<file path="src/rtl/lcd_drv_pkg.sv">
package lcd_drv_pkg;

  typedef enum logic [1:0] {
    LVL_LOW  = 2'b00,
    LVL_MID  = 2'b01,
    LVL_HIGH = 2'b10,
    LVL_HIZ  = 2'b11
  } lvl_e;

  // Mirror of a two-level drive code.
  function automatic lvl_e lvl_opposite(input lvl_e l);
    return (l == LVL_HIGH) ? LVL_LOW : LVL_HIGH;
  endfunction

  // A lit segment sits opposite its backplane, a dark one follows it.
  function automatic lvl_e seg_drive(input logic lit, input lvl_e bp);
    return lit ? lvl_opposite(bp) : bp;
  endfunction

  // Final phase index of a frame: two phases direct, four duplex.
  function automatic logic [1:0] last_phase(input logic duplex);
    return duplex ? 2'd3 : 2'd1;
  endfunction

  // Selects the odd register of a pair.
  function automatic logic odd_half(input logic duplex, input logic bank,
                                    input logic [1:0] phase);
    return duplex ? phase[1] : bank;
  endfunction

  // Swing level of the active backplane: even phases high, odd low.
  function automatic lvl_e active_level(input logic [1:0] phase);
    return phase[0] ? LVL_LOW : LVL_HIGH;
  endfunction

endpackage

</file>
<file path="src/rtl/lcd_phase_seq.sv">
module lcd_phase_seq
  import lcd_drv_pkg::*;
(
  input  logic       clk,
  input  logic       rst_n,
  input  logic       step_tick,
  input  logic       cascade_en,
  input  logic       ext_frame_sync,
  input  logic       duplex_cur,
  output logic [1:0] phase,
  output logic       running,
  output logic       frame_start,
  output logic       ext_rise
);

  logic sync_q;
  logic at_last;
  logic advance;

  assign at_last     = (phase == last_phase(duplex_cur));
  assign ext_rise    = cascade_en & ext_frame_sync & ~sync_q;
  assign frame_start = ext_rise | (~cascade_en & step_tick & (~running | at_last));
  assign advance     = step_tick & running & ~at_last & ~frame_start;

  always_ff @(posedge clk or negedge rst_n) begin
    if (!rst_n) begin
      sync_q  <= 1'b0;
      phase   <= 2'd0;
      running <= 1'b0;
    end else begin
      sync_q <= ext_frame_sync;
      if (frame_start) begin
        phase   <= 2'd0;
        running <= 1'b1;
      end else if (advance) begin
        phase <= phase + 2'd1;
      end
    end
  end


  frame_restart_chk: assert property (@(posedge clk) disable iff (!rst_n)
    frame_start |=> (phase == 2'd0) && running);


  phase_step_chk: assert property (@(posedge clk) disable iff (!rst_n)
    step_tick && running && !at_last && !frame_start |=> phase == $past(phase) + 2'd1);


  phase_idle_chk: assert property (@(posedge clk) disable iff (!rst_n)
    !step_tick && !ext_rise |=> $stable(phase) && $stable(running));


  direct_range_chk: assert property (@(posedge clk) disable iff (!rst_n)
    running && !duplex_cur |-> phase <= 2'd1);


  cascade_hold_chk: assert property (@(posedge clk) disable iff (!rst_n)
    cascade_en && at_last && !ext_rise |=> $stable(phase));


  cascade_start_chk: assert property (@(posedge clk) disable iff (!rst_n)
    cascade_en && !running && !ext_rise |=> !running);

endmodule

</file>
<file path="src/rtl/lcd_shadow_regs.sv">
module lcd_shadow_regs #(
  parameter int NUM_REGS = 8,
  parameter int REG_W    = 8,
  localparam int VEC_W   = NUM_REGS * REG_W
) (
  input  logic             clk,
  input  logic             rst_n,
  input  logic             load,
  input  logic [VEC_W-1:0] regs_in,
  input  logic             duplex_in,
  input  logic             bank_in,
  output logic [VEC_W-1:0] regs_q,
  output logic             duplex_q,
  output logic             bank_q
);

  always_ff @(posedge clk or negedge rst_n) begin
    if (!rst_n) begin
      regs_q   <= '0;
      duplex_q <= 1'b0;
      bank_q   <= 1'b0;
    end else if (load) begin
      regs_q   <= regs_in;
      duplex_q <= duplex_in;
      bank_q   <= bank_in;
    end
  end


  shadow_hold_chk: assert property (@(posedge clk) disable iff (!rst_n)
    !load |=> $stable(regs_q) && $stable(duplex_q) && $stable(bank_q));


  shadow_load_chk: assert property (@(posedge clk) disable iff (!rst_n)
    load |=> regs_q == $past(regs_in) && duplex_q == $past(duplex_in));

endmodule

</file>
<file path="src/rtl/lcd_level_map.sv">
module lcd_level_map
  import lcd_drv_pkg::*;
#(
  parameter int NUM_PAIRS = 4,
  parameter int REG_W     = 8,
  localparam int NUM_REGS = 2 * NUM_PAIRS,
  localparam int NUM_SEG  = NUM_PAIRS * REG_W
) (
  input  logic                      clk,
  input  logic                      rst_n,
  input  logic                      running,
  input  logic                      cascade_en,
  input  logic [1:0]                phase,
  input  logic                      duplex,
  input  logic                      bank,
  input  logic [NUM_REGS*REG_W-1:0] regs,
  output logic [1:0]                bp1_lvl,
  output logic [1:0]                bp2_lvl,
  output logic [NUM_SEG*2-1:0]      seg_lvl
);

  lvl_e swing;
  lvl_e bp1_e;
  lvl_e bp2_e;
  logic use_odd;

  assign swing   = active_level(phase);
  assign use_odd = odd_half(duplex, bank, phase);

  always_comb begin
    if (cascade_en) begin
      bp1_e = LVL_HIZ;
      bp2_e = LVL_HIZ;
    end else if (!running) begin
      bp1_e = LVL_LOW;
      bp2_e = LVL_LOW;
    end else if (!duplex) begin
      bp1_e = swing;
      bp2_e = LVL_HIZ;
    end else begin
      bp1_e = phase[1] ? LVL_MID : swing;
      bp2_e = phase[1] ? swing : LVL_MID;
    end
  end

  assign bp1_lvl = bp1_e;
  assign bp2_lvl = bp2_e;

  for (genvar k = 0; k < NUM_PAIRS; k++) begin : g_pair
    logic [REG_W-1:0] even_b;
    logic [REG_W-1:0] odd_b;
    logic [REG_W-1:0] shown;
    assign even_b = regs[(2*k)*REG_W +: REG_W];
    assign odd_b  = regs[(2*k+1)*REG_W +: REG_W];
    assign shown  = use_odd ? odd_b : even_b;

    for (genvar n = 0; n < REG_W; n++) begin : g_bit
      localparam int SEG_IDX = k * REG_W + n;
      lvl_e drv;
      assign drv = running ? seg_drive(shown[n], swing) : LVL_LOW;
      assign seg_lvl[SEG_IDX*2 +: 2] = drv;


      seg_two_level_chk: assert property (@(posedge clk) disable iff (!rst_n)
        !seg_lvl[SEG_IDX*2]);
    end
  end


  blank_chk: assert property (@(posedge clk) disable iff (!rst_n)
    !running |-> seg_lvl == '0);


  duplex_one_idle_chk: assert property (@(posedge clk) disable iff (!rst_n)
    running && duplex && !cascade_en |-> (bp1_lvl == 2'b01) != (bp2_lvl == 2'b01));


  direct_bp2_off_chk: assert property (@(posedge clk) disable iff (!rst_n)
    running && !duplex && !cascade_en |-> bp2_lvl == 2'b11 && bp1_lvl != 2'b01);


  cascade_float_chk: assert property (@(posedge clk) disable iff (!rst_n)
    cascade_en |-> bp1_lvl == 2'b11 && bp2_lvl == 2'b11);

endmodule

</file>
<file path="src/rtl/lcd_drive_seq.sv">
module lcd_drive_seq #(
  parameter int NUM_PAIRS = 4,
  parameter int REG_W     = 8,
  localparam int NUM_REGS = 2 * NUM_PAIRS,
  localparam int VEC_W    = NUM_REGS * REG_W,
  localparam int NUM_SEG  = NUM_PAIRS * REG_W
) (
  input  logic               clk,
  input  logic               rst_n,
  input  logic               step_tick,
  input  logic               cascade_en,
  input  logic               ext_frame_sync,
  input  logic               disp_mode,
  input  logic               bank_sel,
  input  logic [VEC_W-1:0]   seg_regs,
  output logic [1:0]         bp1_lvl,
  output logic [1:0]         bp2_lvl,
  output logic [NUM_SEG*2-1:0] seg_lvl
);

  logic [1:0]       phase;
  logic             running;
  logic             frame_start;
  logic             ext_rise;
  logic [VEC_W-1:0] shadow_regs;
  logic             shadow_duplex;
  logic             shadow_bank;

  lcd_phase_seq seq_i (
    .clk            (clk),
    .rst_n          (rst_n),
    .step_tick      (step_tick),
    .cascade_en     (cascade_en),
    .ext_frame_sync (ext_frame_sync),
    .duplex_cur     (shadow_duplex),
    .phase          (phase),
    .running        (running),
    .frame_start    (frame_start),
    .ext_rise       (ext_rise)
  );

  lcd_shadow_regs #(.NUM_REGS(NUM_REGS), .REG_W(REG_W)) shadow_i (
    .clk       (clk),
    .rst_n     (rst_n),
    .load      (frame_start),
    .regs_in   (seg_regs),
    .duplex_in (disp_mode),
    .bank_in   (bank_sel),
    .regs_q    (shadow_regs),
    .duplex_q  (shadow_duplex),
    .bank_q    (shadow_bank)
  );

  lcd_level_map #(.NUM_PAIRS(NUM_PAIRS), .REG_W(REG_W)) map_i (
    .clk        (clk),
    .rst_n      (rst_n),
    .running    (running),
    .cascade_en (cascade_en),
    .phase      (phase),
    .duplex     (shadow_duplex),
    .bank       (shadow_bank),
    .regs       (shadow_regs),
    .bp1_lvl    (bp1_lvl),
    .bp2_lvl    (bp2_lvl),
    .seg_lvl    (seg_lvl)
  );


  ext_align_chk: assert property (@(posedge clk) disable iff (!rst_n)
    ext_rise |=> phase == 2'd0 && running);


  midframe_stable_chk: assert property (@(posedge clk) disable iff (!rst_n)
    !frame_start |=> $stable(shadow_regs) && $stable(shadow_bank));

endmodule

</file>
<file path="config.mk">
export PLATFORM = sky130hd
export DESIGN_NAME = lcd_drive_seq
export DESIGN_NICKNAME = d
export VERILOG_FILES = /design/src/rtl/lcd_drv_pkg.sv /design/src/rtl/lcd_phase_seq.sv /design/src/rtl/lcd_shadow_regs.sv /design/src/rtl/lcd_level_map.sv /design/src/rtl/lcd_drive_seq.sv
export SDC_FILE = /design/constraint.sdc
export NUM_CORES = 1
export LEC_CHECK = 0
export BUFFER_PORTS_ARGS = -buffer_cell sky130_fd_sc_hd__buf_2
export CAP_MARGIN = 30
export CORE_MARGIN = 1
export CORE_UTILIZATION = 40
export DETAILED_ROUTE_END_ITERATION = 12
export SYNTH_ARGS = -nofsm -noshare
export SYNTH_HDL_FRONTEND = slang
export SYNTH_SLANG_ARGS = --single-unit
</file>
<file path="constraint.sdc">
create_clock -name clk -period 2.2 [get_ports clk]
set_input_delay 0.44 -clock clk [delete_from_list [all_inputs] [get_ports clk]]
set_output_delay 0.44 -clock clk [all_outputs]
set_load 0.02 [all_outputs]
</file>
======== After elaboration in Yosys (flattened, before gate mapping) ========
Cells that the tools add are included.
word-level totals
  flip-flop bits (word level) ............. 70
  bits of input ports ..................... 71
  output and inout bits ................... 68
  logic and storage cells ................. 106
cells by class
  $add $sub $neg .......................... 1
  eq/ne operators ......................... 2
  mux-type cells .......................... 82
  bitwise operators ....................... 14
  reductions and logical operators ........ 1
operators by type and width
  operator                                                        number
  2-bit 2-to-1 mux                                                77
  8-bit 2-to-1 mux                                                4
  1-bit AND                                                       7
  1-bit inverter                                                  5
  2-bit by 1-bit adder with 2-bit output (second input constant)  1
  2-bit == test                                                   1
  2-bit == test (second input constant)                           1
  1-bit bitwise OR                                                2
  2-bit nonzero test                                              1
  1-bit 2-to-1 mux                                                1

======== Longest topological paths before layout ========
  depth in word-level cells ............... 9
  gate-level depth with buffers ........... 7
  gate-level depth less buffers ........... 5

======== Cells and area by module ========
From an unflattened synthesis, not the netlist that was laid out.
unflattened totals
  cells, all modules ...................... 392
  area total of the unflattened synthesis .. 4224.1 µm²
modules (own cells, without submodules)
  module           instances  cells each  area each (µm²)  seq. area each (µm²)
  lcd_shadow_regs  1          139         2611.3           1651.6
  lcd_level_map    1          232         1406.3           0.0
  lcd_phase_seq    1          21          206.4            100.1

======== Worst setup path before layout ========
No wires, ideal clock.
  path kind ............................... register -> output
  start point ............................. register shadow_i.duplex_q
  end point ............................... output port seg_lvl[11]
  arrival time ............................ 1.534 ns
  data required time ...................... 1.760 ns
  slack ................................... 0.226 ns
  cell stages (with the launch flop) ...... 5
  buffers on the path ..................... 1
  cell sequence ........................... dfrtp_1 -> mux2_4 -> clkbuf_1 -> or3_1 -> nand4_1
between the ends
  cells in the longest elaborated chain, start to end .. 4
RTL lines
  item                    line                   source
  from (decl)             lcd_shadow_regs.sv:13  output logic duplex_q,
  from (signal assigned)  lcd_shadow_regs.sv:24  duplex_q <= duplex_in;
  1-bit 2-to-1 mux        lcd_drv_pkg.sv:28      return duplex ? phase[1] : bank;
  8-bit 2-to-1 mux        lcd_level_map.sv:55    assign shown = use_odd ? odd_b : even_b;
  2-bit 2-to-1 mux        lcd_drv_pkg.sv:17      return lit ? lvl_opposite(bp) : bp;
  2-bit 2-to-1 mux        lcd_level_map.sv:60    assign drv = running ? seg_drive(shown[n], swing) : LVL_LOW;
  to (decl)               lcd_drive_seq.sv:18    output logic [NUM_SEG*2-1:0] seg_lvl
No other way between the ends.

======== Worst setup path after layout ========
  start point ............................. register shadow_i.duplex_q
  end point ............................... output port seg_lvl[43]
Same word-level chain as after synthesis.

==> results.txt <==
----------------------------------------------------
[Status]
  Result of the run ... complete, but fails checks
  Violated checks ... setup timing

[Synthesis]
  Ranking of synthesized cells by area ... sky130_fd_sc_hd__dfrtp_1, sky130_fd_sc_hd__o211ai_1, sky130_fd_sc_hd__nand2_1, sky130_fd_sc_hd__or3_1, sky130_fd_sc_hd__nand3_1
  Number of standard cells after synthesis ... between 600 and 700
  Warning count from the yosys run ... 0
  Number of distinct standard cells referenced by the synthesized netlist ... 29
  Cell Area, Synth ... 4970 um^2
  Sequential fraction of the synthesis area ... a little over a third
  Post-synthesis sequential element count ... 70
  Avg Inst Size Synth ... 7.89 um^2
  Synth area leader ... sky130_fd_sc_hd__dfrtp_1
  Area share of the largest cell type after synthesis ... 35.2%

[STA]
  Shortest period the worst path allows ... 2.38 ns
  Worst setup slack after layout ... -0.177 ns
  Clk_skew ... 0.00772 ns
  Worst-case headroom to the max-slew limit ... 59.5%
  Final period utilization ... 108%
  Max Slew Vio Count ... 0
  Max Freq ... approximately 420 MHz
  Final-report hold violation count ... 0
  Setup Viol. Count Final ... 32
  RSZ-0062 raised after global routing ... yes
  Transition time of the tightest slew-check pin ... a little over 0.6 ns
  Final setup TNS ... -4.40 ns

[Global routing]
  Global-route wire length before repair ... roughly 26,000 um
  Number of global-route vias before repair ... roughly 5,000
  Overall fraction of global-route tracks in use ... 25.1%
  Largest net degree at the start of global routing ... 69
  Antenna violations before repair ... 1
  Overflow after GRT ... 0

[Pwr]
  Combinational group share of total power ... between 60% and 70%
  Static leakage ... 2.60 nW
  Pint ... 5.69 mW
  Peak ir drop on the vdd network ... 0.839 mV
  Post-route total power ... just over 10 mW
  Switching Power ... 4.61 mW
  Power share of the sequential group ... between 20% and 30%
  Clk pwr share ... 12.7%
  Power density relative to cell area ... between 1500 and 2000 nW/um^2
  Switching share of power ... 44.8%

[Cells and area]
  Diode insertion count for antenna repair ... 0
  NumNets Final ... 787
  Growth of design area from synthesis to finish ... 25.1%
  Ratio of cells with drive above 1 in the final layout ... 24.5%
  Fillers ... 1,168
  Number of standard cells in the final layout excluding fillers ... between 800 and 900

[Routing]
  Average wire length per cell after detail routing ... roughly 18 um
  Number of DRC violations after detailed routing ... 0
  First-pass iteration count of the detailed router ... 5
  Via count ... 5,236
  Vias per std cell ... 5.93
  Post-route ant nets ... 0
  Post-Route WL ... 15,800 um
  DRC marker count from the first detailed-route iteration ... 398

[Clock network]
  Root Driver ... sky130_fd_sc_hd__clkbuf_16
  # clock sinks ... 70
  Clock transition at the registers of the reported paths ... 0.06 ns
  Buffers from clock root to sink, at most ... 2
  Clock tree from TritonCTS ... yes
  Clock buffer count from CTS ... 9
  H-tree depth ... 3
  Worst skew pair latency ... 0.33 ns
  Number of buffers inserted by hold repair at cts ... 0

[Worst setup path]
  Critical Path Source Type ... flop
  Register-to-register setup slack ... 0.19 ns
  Worst R2R End ... shadow_i.regs_q[19]
  Data required time of the worst path ... 1.76 ns
  Signal arrival time at the worst endpoint ... 1.94 ns
  Max Fanout on Critical Path ... 12
  Path depth of the worst reg2reg path ... 7
  Type of the setup path with the least slack ... reg -> out
  Critical path startpoint ... shadow_i.duplex_q
  Reg2reg start ... shadow_i.duplex_q
  Worst setup EP type ... output port

[Placed design]
  Detailed placement HPWL ... 9600 um
  Weighted congestion reported at the end of routability-driven placement ... 0.787
  Post-Place Setup Slack ... 0.0864 ns
  # port buffers ... between 100 and 150
  Placed Cells ... roughly 860

[Floorplan]
  Die area ... 12,900 um^2
  Site Rows ... 40
  Floorplan core area ... roughly 12,000 um^2
  Starting Density ... between 40% and 50%
  DIE WIDTH ... 113 um
  Number of top-level pins ... 139
  Height of the chip ... ~110 um

[Worst hold path]
  Kind of path behind the tightest hold check ... in -> async

[Job]
  Reported max-cap violation count ... 0

----------------------------------------------------
## through the flow
stage / util (%) / area [um^2] / hold slack [ns]
2_1_floorplan: - / 5090 / 0.144
3_3_place_gp: 46.6 / 5630 / 0.406
3_5_place_dp: 46.6 / 5630 / 0.405
4_1_cts: 51.1 / 6170 / 0.0509
5_1_grt: 51.5 / 6220 / 0.0787
6_report: 51.5 / 6220 / 0.0447
## cell usage after synthesis
library cell and number:
sky130_fd_sc_hd__a21o_1 3, sky130_fd_sc_hd__or3b_1 1, sky130_fd_sc_hd__nand4_1 34, sky130_fd_sc_hd__or3_1 63, sky130_fd_sc_hd__nand3b_1 1, sky130_fd_sc_hd__nor2b_1 2
sky130_fd_sc_hd__mux2_4 1, sky130_fd_sc_hd__and3b_1 1, sky130_fd_sc_hd__nand3_1 63, sky130_fd_sc_hd__mux2i_2 1, sky130_fd_sc_hd__o21a_1 1, sky130_fd_sc_hd__dfrtp_1 70
sky130_fd_sc_hd__and2_1 1, sky130_fd_sc_hd__nand2b_1 2, sky130_fd_sc_hd__buf_2 20, sky130_fd_sc_hd__inv_1 2, sky130_fd_sc_hd__buf_4 35, sky130_fd_sc_hd__o211ai_1 132
sky130_fd_sc_hd__o21ai_0 3, sky130_fd_sc_hd__clkbuf_1 40, sky130_fd_sc_hd__a211oi_1 2, sky130_fd_sc_hd__conb_1 1, sky130_fd_sc_hd__buf_1 6, sky130_fd_sc_hd__ha_1 4
sky130_fd_sc_hd__buf_6 3, sky130_fd_sc_hd__or4_1 2, sky130_fd_sc_hd__nand2_1 134, sky130_fd_sc_hd__clkinv_1 1, sky130_fd_sc_hd__o21bai_1 1
## cells by family (layout without fill, tap and decap cells)
group           Yosys count  count (layout)  synth area share, %
compound gates          142             142                 21.3
fa+ha+maj                 4               4                 1.01
buf+inv                 107             161                 11.7
flops                    70              70                 35.2
mux                       2               2                0.579
other cells               1              32               0.0755
simple gates            304             304                 30.1
## placed cells by master (no fill, tap or decap)
cell,netlist,final
sky130_fd_sc_hd__nand3_1,63,57
sky130_fd_sc_hd__nand2b_4,0,1
sky130_fd_sc_hd__and2_2,0,1
sky130_fd_sc_hd__a21o_1,3,3
sky130_fd_sc_hd__clkbuf_8,0,1
sky130_fd_sc_hd__ha_1,4,4
sky130_fd_sc_hd__inv_1,2,2
sky130_fd_sc_hd__and3b_2,0,1
sky130_fd_sc_hd__or3b_1,1,1
sky130_fd_sc_hd__or4_4,0,1
sky130_fd_sc_hd__bufbuf_16,0,3
sky130_fd_sc_hd__a211oi_1,2,2
sky130_fd_sc_hd__buf_16,0,1
sky130_fd_sc_hd__nand4_1,34,34
sky130_fd_sc_hd__nand3_2,0,6
sky130_fd_sc_hd__o21ai_0,3,3
sky130_fd_sc_hd__dfrtp_1,70,69
sky130_fd_sc_hd__nor2b_4,0,2
sky130_fd_sc_hd__inv_2,0,1
sky130_fd_sc_hd__o211ai_1,132,132
sky130_fd_sc_hd__mux2i_4,0,1
sky130_fd_sc_hd__or3_1,63,61
sky130_fd_sc_hd__dfrtp_2,0,1
sky130_fd_sc_hd__mux2_4,1,1
sky130_fd_sc_hd__conb_1,1,32
sky130_fd_sc_hd__buf_2,20,73
sky130_fd_sc_hd__or4_1,2,1
sky130_fd_sc_hd__buf_12,0,11
sky130_fd_sc_hd__nand3b_1,1,1
sky130_fd_sc_hd__o21bai_1,1,1
sky130_fd_sc_hd__clkbuf_1,40,2
sky130_fd_sc_hd__o21a_2,0,1
sky130_fd_sc_hd__buf_6,3,6
sky130_fd_sc_hd__or3_4,0,2
sky130_fd_sc_hd__nand2_1,134,134
sky130_fd_sc_hd__clkbuf_16,0,9
sky130_fd_sc_hd__nand2b_1,2,1
sky130_fd_sc_hd__clkinv_2,0,2
sky130_fd_sc_hd__buf_4,35,50
## state kept, by name, indices dropped and copies added, names as in the netlist
name	count
seq_i.sync_q	1
shadow_i.duplex_q	1
shadow_i.bank_q	1
seq_i.running	1
shadow_i.regs_q	64
seq_i.phase	2
## critical path, cell delays in order, from the launching register on
cell and delay, ns:
sky130_fd_sc_hd__dfrtp_2 0.41, sky130_fd_sc_hd__mux2_4 0.39, sky130_fd_sc_hd__buf_12 0.17, sky130_fd_sc_hd__or3_1 0.35
sky130_fd_sc_hd__nand4_1 0.12, sky130_fd_sc_hd__buf_4 0.15
## what timing repair did
| item | in CTS | in global routing |
|---|---|---|
| setup buffers | 6 | 0 |
| gates cloned | 4 | 0 |
| setup endpoints to repair | 32 | 32 |
| pin swaps | 15 | 19 |
| hold endpoints to repair | 0 | 0 |
| gates resized for setup | 39 | 11 |
## worst max-delay path by stage
stage                     depth (start not counted)     endpoint
final                                             5  seg_lvl[43]
after global routing                              5  seg_lvl[59]
after CTS                                         6  seg_lvl[29]
after detailed placement                          5  seg_lvl[55]
after global placement                            5  seg_lvl[57]
after floorplan                                   4  seg_lvl[11]
## power groups by stage
stage / clock network, mW / registers, mW / logic (mW)
3_3_place_gp: 0 / 2.37 / 5.33
6_report: 1.31 / 2.38 / 6.62
3_5_place_dp: 0 / 2.39 / 5.45
5_1_grt: 1.39 / 2.46 / 7.09
4_1_cts: 1.33 / 2.36 / 6.52
2_1_floorplan: 0 / 2.25 / 3.72
## cell type report
class	instances	area, um^2	area share [%]
Inverter	3	11.3	0.181
Tap cell	168	210	3.38
Multi-Input combinational cell	484	2830	45.6
Sequential cell	70	1750	28.2
Timing Repair Buffer	144	1150	18.6
Clock buffer	12	246	3.96
Clock inverter	2	10.0	0.161
## routing by layer
layer	GRT usage [%]	part of all wire (%)	vias up
met1	33.0	44	2577
li1	-	-	2419
met4	11.0	1.3	0
met5	0	0	-
met3	4.09	6.6	18
met2	40.7	48	222
No activity file was read; power rests on OpenSTA's default activity.
